===== config.mk =====
export PLATFORM = sky130hd
export DESIGN_NAME = sync_serial_port
export DESIGN_NICKNAME = d
export VERILOG_FILES = /design/src/rtl/ssp_pkg.sv /design/src/rtl/ssp_clkgen.sv /design/src/rtl/ssp_tx.sv /design/src/rtl/ssp_rx.sv /design/src/rtl/sync_serial_port.sv
export SDC_FILE = /design/constraint.sdc
export NUM_CORES = 1
export LEC_CHECK = 0
export BUFFER_PORTS_ARGS = -buffer_cell sky130_fd_sc_hd__buf_2
export CORE_MARGIN = 2
export CORE_UTILIZATION = 40
export CTS_BUF_LIST = sky130_fd_sc_hd__clkbuf_4 sky130_fd_sc_hd__clkbuf_8 sky130_fd_sc_hd__clkbuf_16
export DETAILED_ROUTE_END_ITERATION = 8
export GPL_TIMING_DRIVEN = 1
export PLACE_DENSITY_LB_ADDON = 0.25
export SETUP_SLACK_MARGIN = 0.5
export SYNTH_ARGS = -nofsm -noshare
export SYNTH_HDL_FRONTEND = slang
export SYNTH_HIERARCHICAL = 1
export SYNTH_SLANG_ARGS = --single-unit
export TNS_END_PERCENT = 100

===== constraint.sdc =====
create_clock -name clk -period 2.85 [get_ports clk]
set_input_delay 0 -clock clk [delete_from_list [all_inputs] [get_ports clk]]
set_output_delay 0 -clock clk [all_outputs]
set_load 0.05 [all_outputs]

===== src/rtl/ssp_pkg.sv =====
// Package: shared widths and types of the synchronous serial port.
// Assumes a fixed 8-bit character with no parity or extra bits.
package ssp_pkg;
    localparam int CHAR_BITS = 8;
    localparam int BIT_IDX_W = $clog2(CHAR_BITS);
    localparam int PULSE_W   = $clog2(CHAR_BITS + 1);

    typedef logic [CHAR_BITS-1:0] char_t;

    // Internal clock generator states
    typedef enum logic [1:0] {
        CG_IDLE = 2'd0,
        CG_RUN  = 2'd1,
        CG_HOLD = 2'd2
    } cg_state_e;
endpackage


===== src/rtl/ssp_clkgen.sv =====
// Module: serial clock source.
// Internal mode: on start_req, produces CHAR_BITS low pulses with a half-period
// of div+1 cycles, idles high, then passes through one HOLD cycle before it
// can restart. External mode: synchronizes sck_in through two flops and
// detects its edges. Both modes issue one-cycle registered fall/rise strobes.
// Assumes sck_in is slow relative to clk (at least 4 cycles per phase).
module ssp_clkgen
    import ssp_pkg::*;
#(
    parameter int DIV_W = 8
) (
    input  logic             clk,
    input  logic             rst_n,
    input  logic             use_int,
    input  logic [DIV_W-1:0] div,
    input  logic             start_req,
    input  logic             sck_in,
    output logic             sck_out,
    output logic             fall_stb,
    output logic             rise_stb
);
    cg_state_e          state;
    logic [DIV_W-1:0]   cnt;
    logic [PULSE_W-1:0] pulses;
    logic               sck_q;
    logic               sync1, sync2, sync3;

    // Synchronizer chain for the external clock
    always_ff @(posedge clk) begin
        if (!rst_n) begin
            sync1 <= 1'b1;
            sync2 <= 1'b1;
            sync3 <= 1'b1;
        end else begin
            sync1 <= sck_in;
            sync2 <= sync1;
            sync3 <= sync2;
        end
    end

    // Divider, pulse counter and strobe generation
    always_ff @(posedge clk) begin
        if (!rst_n) begin
            state    <= CG_IDLE;
            cnt      <= '0;
            pulses   <= '0;
            sck_q    <= 1'b1;
            fall_stb <= 1'b0;
            rise_stb <= 1'b0;
        end else begin
            fall_stb <= 1'b0;
            rise_stb <= 1'b0;
            if (!use_int) begin
                state    <= CG_IDLE;
                sck_q    <= 1'b1;
                fall_stb <= sync3 & ~sync2;
                rise_stb <= ~sync3 & sync2;
            end else begin
                case (state)
                    CG_IDLE: begin
                        if (start_req) begin
                            state  <= CG_RUN;
                            cnt    <= div;
                            pulses <= '0;
                        end
                    end
                    CG_RUN: begin
                        if (cnt == '0) begin
                            cnt   <= div;
                            sck_q <= ~sck_q;
                            if (sck_q) begin
                                fall_stb <= 1'b1;
                            end else begin
                                rise_stb <= 1'b1;
                                pulses   <= pulses + 1'b1;
                                if (pulses == PULSE_W'(CHAR_BITS - 1)) begin
                                    state <= CG_HOLD;
                                end
                            end
                        end else begin
                            cnt <= cnt - 1'b1;
                        end
                    end
                    default: state <= CG_IDLE;
                endcase
            end
        end
    end

    assign sck_out = sck_q;


    pulse_limit_chk: assert property (@(posedge clk) disable iff (!rst_n)
        pulses <= PULSE_W'(CHAR_BITS));

    idle_high_chk: assert property (@(posedge clk) disable iff (!rst_n)
        (use_int && state == CG_IDLE) |-> sck_out);

    strobe_excl_chk: assert property (@(posedge clk) disable iff (!rst_n)
        $onehot0({fall_stb, rise_stb}));
endmodule


===== src/rtl/ssp_tx.sv =====
// Module: transmit holding register and shifter.
// Loads a waiting character when idle and enabled, presents bit 0 at once,
// advances one bit per rise strobe and leaves the last bit on the line.
// Disabling forces the empty flag, drops the character and drives the line high.
module ssp_tx
    import ssp_pkg::*;
(
    input  logic  clk,
    input  logic  rst_n,
    input  logic  tx_en,
    input  logic  wr,
    input  char_t wdata,
    input  logic  rise_stb,
    output logic  sdo,
    output logic  empty,
    output logic  busy
);
    char_t                hold_q;
    char_t                shift_q;
    logic [BIT_IDX_W-1:0] bit_q;

    // Holding register, loading and bit shifting
    always_ff @(posedge clk) begin
        if (!rst_n || !tx_en) begin
            hold_q  <= '0;
            shift_q <= '0;
            bit_q   <= '0;
            busy    <= 1'b0;
            empty   <= 1'b1;
            sdo     <= 1'b1;
        end else begin
            if (busy) begin
                if (rise_stb) begin
                    if (bit_q == BIT_IDX_W'(CHAR_BITS - 1)) begin
                        busy <= 1'b0;
                    end else begin
                        shift_q <= shift_q >> 1;
                        sdo     <= shift_q[1];
                        bit_q   <= bit_q + 1'b1;
                    end
                end
            end else if (!empty) begin
                shift_q <= hold_q;
                sdo     <= hold_q[0];
                bit_q   <= '0;
                busy    <= 1'b1;
                empty   <= 1'b1;
            end
            if (wr) begin
                hold_q <= wdata;
                empty  <= 1'b0;
            end
        end
    end


    te_off_empty_chk: assert property (@(posedge clk) disable iff (!rst_n)
        !tx_en |=> (empty && sdo));

    msb_hold_chk: assert property (@(posedge clk) disable iff (!rst_n)
        (!busy && tx_en) |=> ($stable(sdo) || busy || !tx_en));

    tx_rise_only_chk: assert property (@(posedge clk) disable iff (!rst_n)
        (busy && !rise_stb && tx_en) |=> $stable(sdo));
endmodule


===== src/rtl/ssp_rx.sv =====
// Module: receive shifter and holding register.
// Samples the input on each fall strobe, bit 0 first; after the last bit it
// either stores the character and raises full, or flags overrun and drops it.
// Disabling only resets the bit position; data and flags are kept.
module ssp_rx
    import ssp_pkg::*;
(
    input  logic  clk,
    input  logic  rst_n,
    input  logic  rx_en,
    input  logic  fall_stb,
    input  logic  sdi,
    input  logic  rd,
    input  logic  ovr_clr,
    output char_t rdata,
    output logic  full,
    output logic  ovr
);
    char_t                shift_q;
    logic [BIT_IDX_W-1:0] bit_q;
    char_t                next_char;

    assign next_char = {sdi, shift_q[CHAR_BITS-1:1]};

    // Sampling, completion, overrun and flag clearing
    always_ff @(posedge clk) begin
        if (!rst_n) begin
            shift_q <= '0;
            bit_q   <= '0;
            rdata   <= '0;
            full    <= 1'b0;
            ovr     <= 1'b0;
        end else begin
            if (rd)      full <= 1'b0;
            if (ovr_clr) ovr  <= 1'b0;
            if (!rx_en) begin
                bit_q <= '0;
            end else if (fall_stb) begin
                shift_q <= next_char;
                bit_q   <= bit_q + 1'b1;
                if (bit_q == BIT_IDX_W'(CHAR_BITS - 1)) begin
                    if (full && !rd) begin
                        ovr <= 1'b1;
                    end else begin
                        rdata <= next_char;
                        full  <= 1'b1;
                    end
                end
            end
        end
    end


    ovr_keep_chk: assert property (@(posedge clk) disable iff (!rst_n)
        (full && !rd) |=> $stable(rdata));

    re_off_keep_chk: assert property (@(posedge clk) disable iff (!rst_n)
        (!rx_en && !rd && !ovr_clr) |=> ($stable(full) && $stable(ovr) && $stable(rdata)));
endmodule


===== src/rtl/sync_serial_port.sv =====
// Module: top of the synchronous serial transceiver.
// Joins the clock source, transmitter and receiver. The internal clock is
// requested by a loaded transmit character, or continuously in receive-only
// mode. Assumes clk_div >= 1 for internal operation.
module sync_serial_port
    import ssp_pkg::*;
#(
    parameter int DIV_W = 8
) (
    input  logic             clk,
    input  logic             rst_n,
    input  logic             use_int_clk,
    input  logic [DIV_W-1:0] clk_div,
    input  logic             tx_enable,
    input  logic             rx_enable,
    input  logic             tx_write,
    input  logic [7:0]       tx_wdata,
    input  logic             rx_read,
    input  logic             ovr_clear,
    output logic [7:0]       rx_data,
    output logic             tx_empty,
    output logic             rx_full,
    output logic             rx_overrun,
    input  logic             sck_in,
    output logic             sck_out,
    output logic             sck_oe,
    output logic             ser_out,
    input  logic             ser_in
);
    logic fall_stb, rise_stb, tx_busy, start_req;

    // Clock request: a character in flight, or receive-only free-run
    assign start_req = tx_busy | (rx_enable & ~tx_enable);
    assign sck_oe    = use_int_clk;

    ssp_clkgen #(.DIV_W(DIV_W)) u_clkgen (
        .clk      (clk),
        .rst_n    (rst_n),
        .use_int  (use_int_clk),
        .div      (clk_div),
        .start_req(start_req),
        .sck_in   (sck_in),
        .sck_out  (sck_out),
        .fall_stb (fall_stb),
        .rise_stb (rise_stb)
    );

    ssp_tx u_tx (
        .clk     (clk),
        .rst_n   (rst_n),
        .tx_en   (tx_enable),
        .wr      (tx_write),
        .wdata   (tx_wdata),
        .rise_stb(rise_stb),
        .sdo     (ser_out),
        .empty   (tx_empty),
        .busy    (tx_busy)
    );

    ssp_rx u_rx (
        .clk     (clk),
        .rst_n   (rst_n),
        .rx_en   (rx_enable),
        .fall_stb(fall_stb),
        .sdi     (ser_in),
        .rd      (rx_read),
        .ovr_clr (ovr_clear),
        .rdata   (rx_data),
        .full    (rx_full),
        .ovr     (rx_overrun)
    );
endmodule


-- Yosys cells after proc, flatten, opt, wreduce, memory -nomap -nowiden
Cells that the tools add are included.
- bits in writable memories: 0
- input port bits: 26
- bits in latches: 0
- register bits: 63
- memories kept: 0
- logic and storage cells: 110
- memory bits (read-only): 0
- reduce and logical (&&, ||, !) cells: 17
- div/mod/pow operators: 0
- mux-type cells: 48
- multipliers: 0
- add/sub/neg operators: 4
- equality and inequality tests: 12
- magnitude comparators: 0
- bitwise gates (word level): 9
- shift-type cells: 0
- operator list (kind ; number):
    $mux 8 ; 6
    $mux 1 ; 28
    $pmux 8 s2 ; 1
    $mux 3 ; 4
    $mux 4 ; 3
    $ne 2x2->1 const B ; 6
    $logic_not 8->1 ; 1
    $mux 2 ; 4
    $pmux 4 s2 ; 1
    $reduce_and 2->1 ; 4
    $reduce_and 4->1 ; 2
    $sub 8x1->8 const B ; 1
    $add 3x1->3 const B ; 2
    $eq 3x3->1 const B ; 2
    $reduce_and 3->1 ; 2
    $not 1->1 ; 5
    $reduce_and 5->1 ; 1
    $add 4x1->4 const B ; 1
    $eq 4x3->1 const B ; 1
    $ne 2x1->1 const B ; 2
    $pmux 2 s2 ; 1
    $and 1x1->1 ; 3
    $logic_not 1->1 ; 3
    $eq 2x1->1 const B ; 1
    5 further kinds ; 5

-- Longest topological paths before layout
- word-level depth: 6
- gate-level depth with buffers: 6

-- By module
The synthesis kept the hierarchy.
- modules (own cells, without submodules) (module ; times used ; area an instance (um^2) ; sequential area each (um^2) ; cells an instance):
    ssp_clkgen ; 1 ; 1154.9 ; 400.4 ; 136
    ssp_tx ; 1 ; 955.9 ; 420.4 ; 89
    ssp_rx ; 1 ; 837.1 ; 400.4 ; 88
    sync_serial_port ; 1 ; 18.8 ; 0.0 ; 3

-- Least setup slack after synthesis
OpenSTA, ideal clock, no wires.
- kind: flip-flop to flip-flop
- from: reg u_clkgen.cnt[0]
- to: reg u_clkgen.cnt[6]
- clock period less this slack: 1704 ps
- required time: 2723 ps
- stages on the path, launching flop included: 7
- path buffers: 0
- path slack: 1146 ps
- arrival time: 1577 ps
- setup time: 127 ps
- cells stage by stage: dfxtp_1 -> inv_1 -> ha_1 -> or3b_1 -> a21oi_1 -> a211oi_1 -> or3_1
- longest elaborated chain between the ends: 3
- ends and longest elaborated chain (what ; RTL line ; source):
    start: declaration ; ssp_clkgen.sv:23 ; logic [DIV_W-1:0] cnt;
    start signal: assignment ; ssp_clkgen.sv:63 ; cnt <= div;
    start signal: assignment ; ssp_clkgen.sv:69 ; cnt <= div;
    start signal: assignment ; ssp_clkgen.sv:81 ; cnt <= cnt - 1'b1;
    $sub 8x1->8 / $logic_not 8->1 (equally long branches) ; ssp_clkgen.sv:81, ssp_clkgen.sv:68 ;
    $mux 8 (*) ; ssp_clkgen.sv:68 ; if (cnt == '0) begin
    $pmux 8 s2 (*) ; ssp_clkgen.sv:59 ; case (state)
Mark *: on every way between the ends. The rest lies on a longest branch, timed or not.
A chain may end at the register's enable or synchronous reset.

-- Worst setup path after layout
- from: reg u_clkgen.cnt[0]
- to: reg u_clkgen.sck_q, in the netlist u_clkgen/sck_out
- longest elaborated chain between the ends: 2
- ends and longest elaborated chain (what ; RTL line ; source):
    $logic_not 8->1 ; ssp_clkgen.sv:68 ;
    $reduce_and 2->1 (no line) ; n/a ;
    end signal: assignment ; ssp_clkgen.sv:70 ; sck_q <= ~sck_q;
    end: declaration ; ssp_clkgen.sv:25 ; logic sck_q;
No other way between the ends.

==> metrics.md <==
| Metric | Value |
|---|---|
| Status | finished clean |
| Hold Fails Final Rpt | 0 |
| Post-DP HPWL | ~4100 um |
| DRC Markers | 0 |
| WS Path Type | reg2reg |
| Fmax | 0.4547 GHz |
| Yosys reg bits | between 60 and 70 |
| Ant diodes | 0 |
| Global-route wire length before repair | about 11,000 um |
| P_leak | roughly 1.3 nW |
| I/O pin cnt | 40 |
| DR iter-0 viols | 107 |
| Max Slew Vio Count | 0 |
| Final RePlAce weighted congestion | approximately 0.89 |
| GRT overflow | 0 |
| Hold path startpoint | use_int_clk |
| Post-layout min period | ~2.2 ns |
| Worst Setup SP | u_clkgen/cnt[0]$_SDFFE_PN0P_ |
| Clock slew at reported path FFs | around 0.07 ns |
| Dpl cells | about 440 |
| Worst vdd ir | between 0.2 and 0.3 mV |
| FP Rows | 31 |
| Nets | 408 |
| Syn nets | 349 |
| Slew @ Worst Pin | approximately 0.58 ns |
| Max-Cap Viols | 0 |
| Dominant synthesized flop cell | dfxtp_1 |
| Std-Cell Core Area | approximately 7000 um2 |
| Dpl ws | 1.029 ns |
| Post-synth top area share | around 41% |
| Detailed-route wire length per cell | 12.87 um |
| RSZ-0062 raised after global routing | false |
| Post-CTS Setup Bufs | 0 |
| Type of origin of the critical path | flip-flop |
| Final Cycle Share | slightly below 80% |
| Total power per unit cell area | approximately 530 nW/um2 |
| Chip Height | ~90 um |
| Clock Skews | 0.006705 ns |
| Fin Hold WS | ~0.038 ns |
| Syn. warnings | 6 |
| CTS Root Cell | clkbuf_8 |
| Final WL | slightly above 6000 um |
| Fill count | ~690 |
| Max Fanout on Critical Path | 8 |
| Mean Syn Cell Area | ~9.4 um2 |
| Final setup TNS | 0 ns |
| Crit. End Element | flip-flop |
| Worst setup margin | about 0.65 ns |
| Leading post-synthesis cells by cell area | dfxtp_1 41%, mux2i_1 8.8%, nand2_1 5.1%, nand3_1 3.7%, ha_1 3.0% |
| Largest net degree at the start of global routing | 48 |
| Clock sink total | about 60 |
| H-tree levels | 3 |
| Proportion of synthesized chip area in sequential cells | 41.16% |
| Rel. slew slack | 61.02% |
| Die width | between 90 and 100 um |
| Register area | ~1200 um2 |
| DR vias/cell | between 5 and 6 |
| Final setup violation count | 0 |
| Worst skew pair latency | around 0.34 ns |
| Num CTS Buffers | 9 |
| Initial antenna violation count | 0 |
| All-Layer GR Usage | between 10% and 20% |
| Share of layout cells above drive strength 1 | between 20% and 30% |
| Mapped Cells | between 300 and 400 |
| CTS tree | done |
| Post-synth EDFFs | 0 |
| Leading area contributor after synthesis | dfxtp_1 |
| Synth cell types | between 60 and 70 |
| Die ar. | 8122 um2 |
| Async SR Flop Fraction | 0% |
| Area of the multi-input gates | 1614 um2 |
| Via count | between 2,000 and 2,500 |
| Max Buffers Root-to-Sink | 2 |
| CP required | ~3.1 ns |
| Final Non-Filler Cells | 479 |
| Post-Syn Area | about 3000 um2 |
| Port-buffer cells | 39 |
| WP data arrival | about 2.4 ns |
| Starting Density | 41.12% |
| Final ANT Viol Nets | 0 |
| 1st-pass router iterations | 4 |
| Syn-to-layout area delta | 22.48% |
| Vias in the first global route | roughly 2,400 |
| R2r startpoint | u_clkgen/cnt[0]$_SDFFE_PN0P_ |
| Worst min path class | in2reg |
-- placed cells by master (no fill, tap or decap), types with 5 or more instances in the layout --
| cell | n |
|---|---|
| nor2_1 | 18 |
| nand2_1 | 40 |
| nand3_1 | 22 |
| mux2i_1 | 26 |
| o211ai_1 | 5 |
| nor2b_1 | 6 |
| buf_2 | 39 |
| clkbuf_8 | 9 |
| inv_1 | 6 |
| nor3_1 | 6 |
| nor3_2 | 6 |
| nand4_1 | 6 |
| dfxtp_1 | 61 |
| nand2b_1 | 7 |
| o21ai_1 | 6 |
| ha_1 | 7 |
| a211oi_2 | 6 |
| a21oi_1 | 11 |
| dlygate4sd3_1 | 22 |
-- critical path, stage by stage (launching register included) --
cell           delay [ns]
dfxtp_1              0.36
inv_1                0.11
ha_1                 0.20
nor3b_4              0.40
nand3_1              0.20
xor2_1               0.18
nand3_1              0.08
dlygate4sd3_1        0.55
-- state kept, by name (all words and copies together), names as in the netlist, 2 cells and up --
name	flops
u_clkgen/cnt	8
u_clkgen/pulses	4
u_clkgen/state	2
u_rx/bit_q	3
u_rx/rdata	8
u_rx/shift_q	7
u_tx/bit_q	3
u_tx/hold_q	8
u_tx/shift_q	7
-- Yosys cell counts, drive strengths merged, types with 2 or more instances --
cell,number
a211oi,9
a21boi,8
a21oi,12
a31oi,2
and2,2
buf,11
clkbuf,5
dfxtp,61
ha,7
inv,6
mux2i,26
nand2,42
nand2b,7
nand3,23
nand3b,4
nand4,6
nor2,20
nor2b,7
nor3,12
nor4,3
o211ai,5
o21ai,7
o311ai,2
o41ai,2
or3,4
or4,2
-- report_power, final --
part | internal [mW] | leakage (nW) | switching (mW) | total, mW
logic | 0.0960 | 0.742 | 0.122 | 0.218
clock network | 0.487 | 0.105 | 0.346 | 0.833
registers | 0.870 | 0.494 | 0.0225 | 0.892
total | 1.45 | 1.34 | 0.490 | 1.94
-- through the flow --
step | utilization (%) | total power, mW | instance area (um2)
final | 50.36 | 1.943 | 3633
after global routing | 50.36 | 2.033 | 3633
after CTS | 50.28 | 1.962 | 3627
after detailed placement | 44.26 | 1.102 | 3193
after global placement | 44.26 | 1.101 | 3193
after floorplan | - | 1.053 | 2967
-- cell type report --
type                            count  area share [%]
Tap cell                           99           3.409
Clock buffer                        9           3.409
Timing Repair Buffer               64           12.05
Clock inverter                      7           2.479
Inverter                            6          0.6198
Sequential cell                    61           33.61
Multi-Input combinational cell    233           44.42
-- what timing repair did --
item | CTS | global route
endpoints found under the hold margin | 22 | 0
hold buffers | 22 | 0
setup endpoints to repair | 0 | 1
resized for setup | 0 | 1
-- cells by family after synthesis --
| family | share of synthesized area [%] |
|---|---|
| XOR/XNOR | 0.5906 |
| flip-flops | 41.16 |
| AO/OA/AOI/OAI | 14.68 |
| adder cells (fa/ha/maj) | 2.952 |
| buffers and inverters | 4.639 |
| multiplexers | 8.773 |
| AND/OR/NAND/NOR | 27.20 |
-- per-layer routing --
| metal | vias to the layer above | routed length [um] | GRT usage [%] |
|---|---|---|---|
| met4 | 0 | 102 | 7.564 |
| met1 | 1134 | 3107 | 21.28 |
| met5 | - | 0 | 0 |
| met2 | 51 | 2699 | 24.81 |
| met3 | 13 | 256 | 3.437 |
| li1 | 1260 | - | - |
-- path summary, 6_finish.rpt --
check	endpoint	slack [ns]	cells after the start
max	u_clkgen/sck_out$_SDFFE_PN1P_	0.65	7
max reg2reg	u_clkgen/sck_out$_SDFFE_PN1P_	0.65	7
min	u_clkgen/state[1]$_SDFFE_PN0P_	0.04	3
min reg2reg	u_clkgen/sync2$_SDFF_PN1_	0.41	1
No activity file was read; power rests on OpenSTA's default activity.
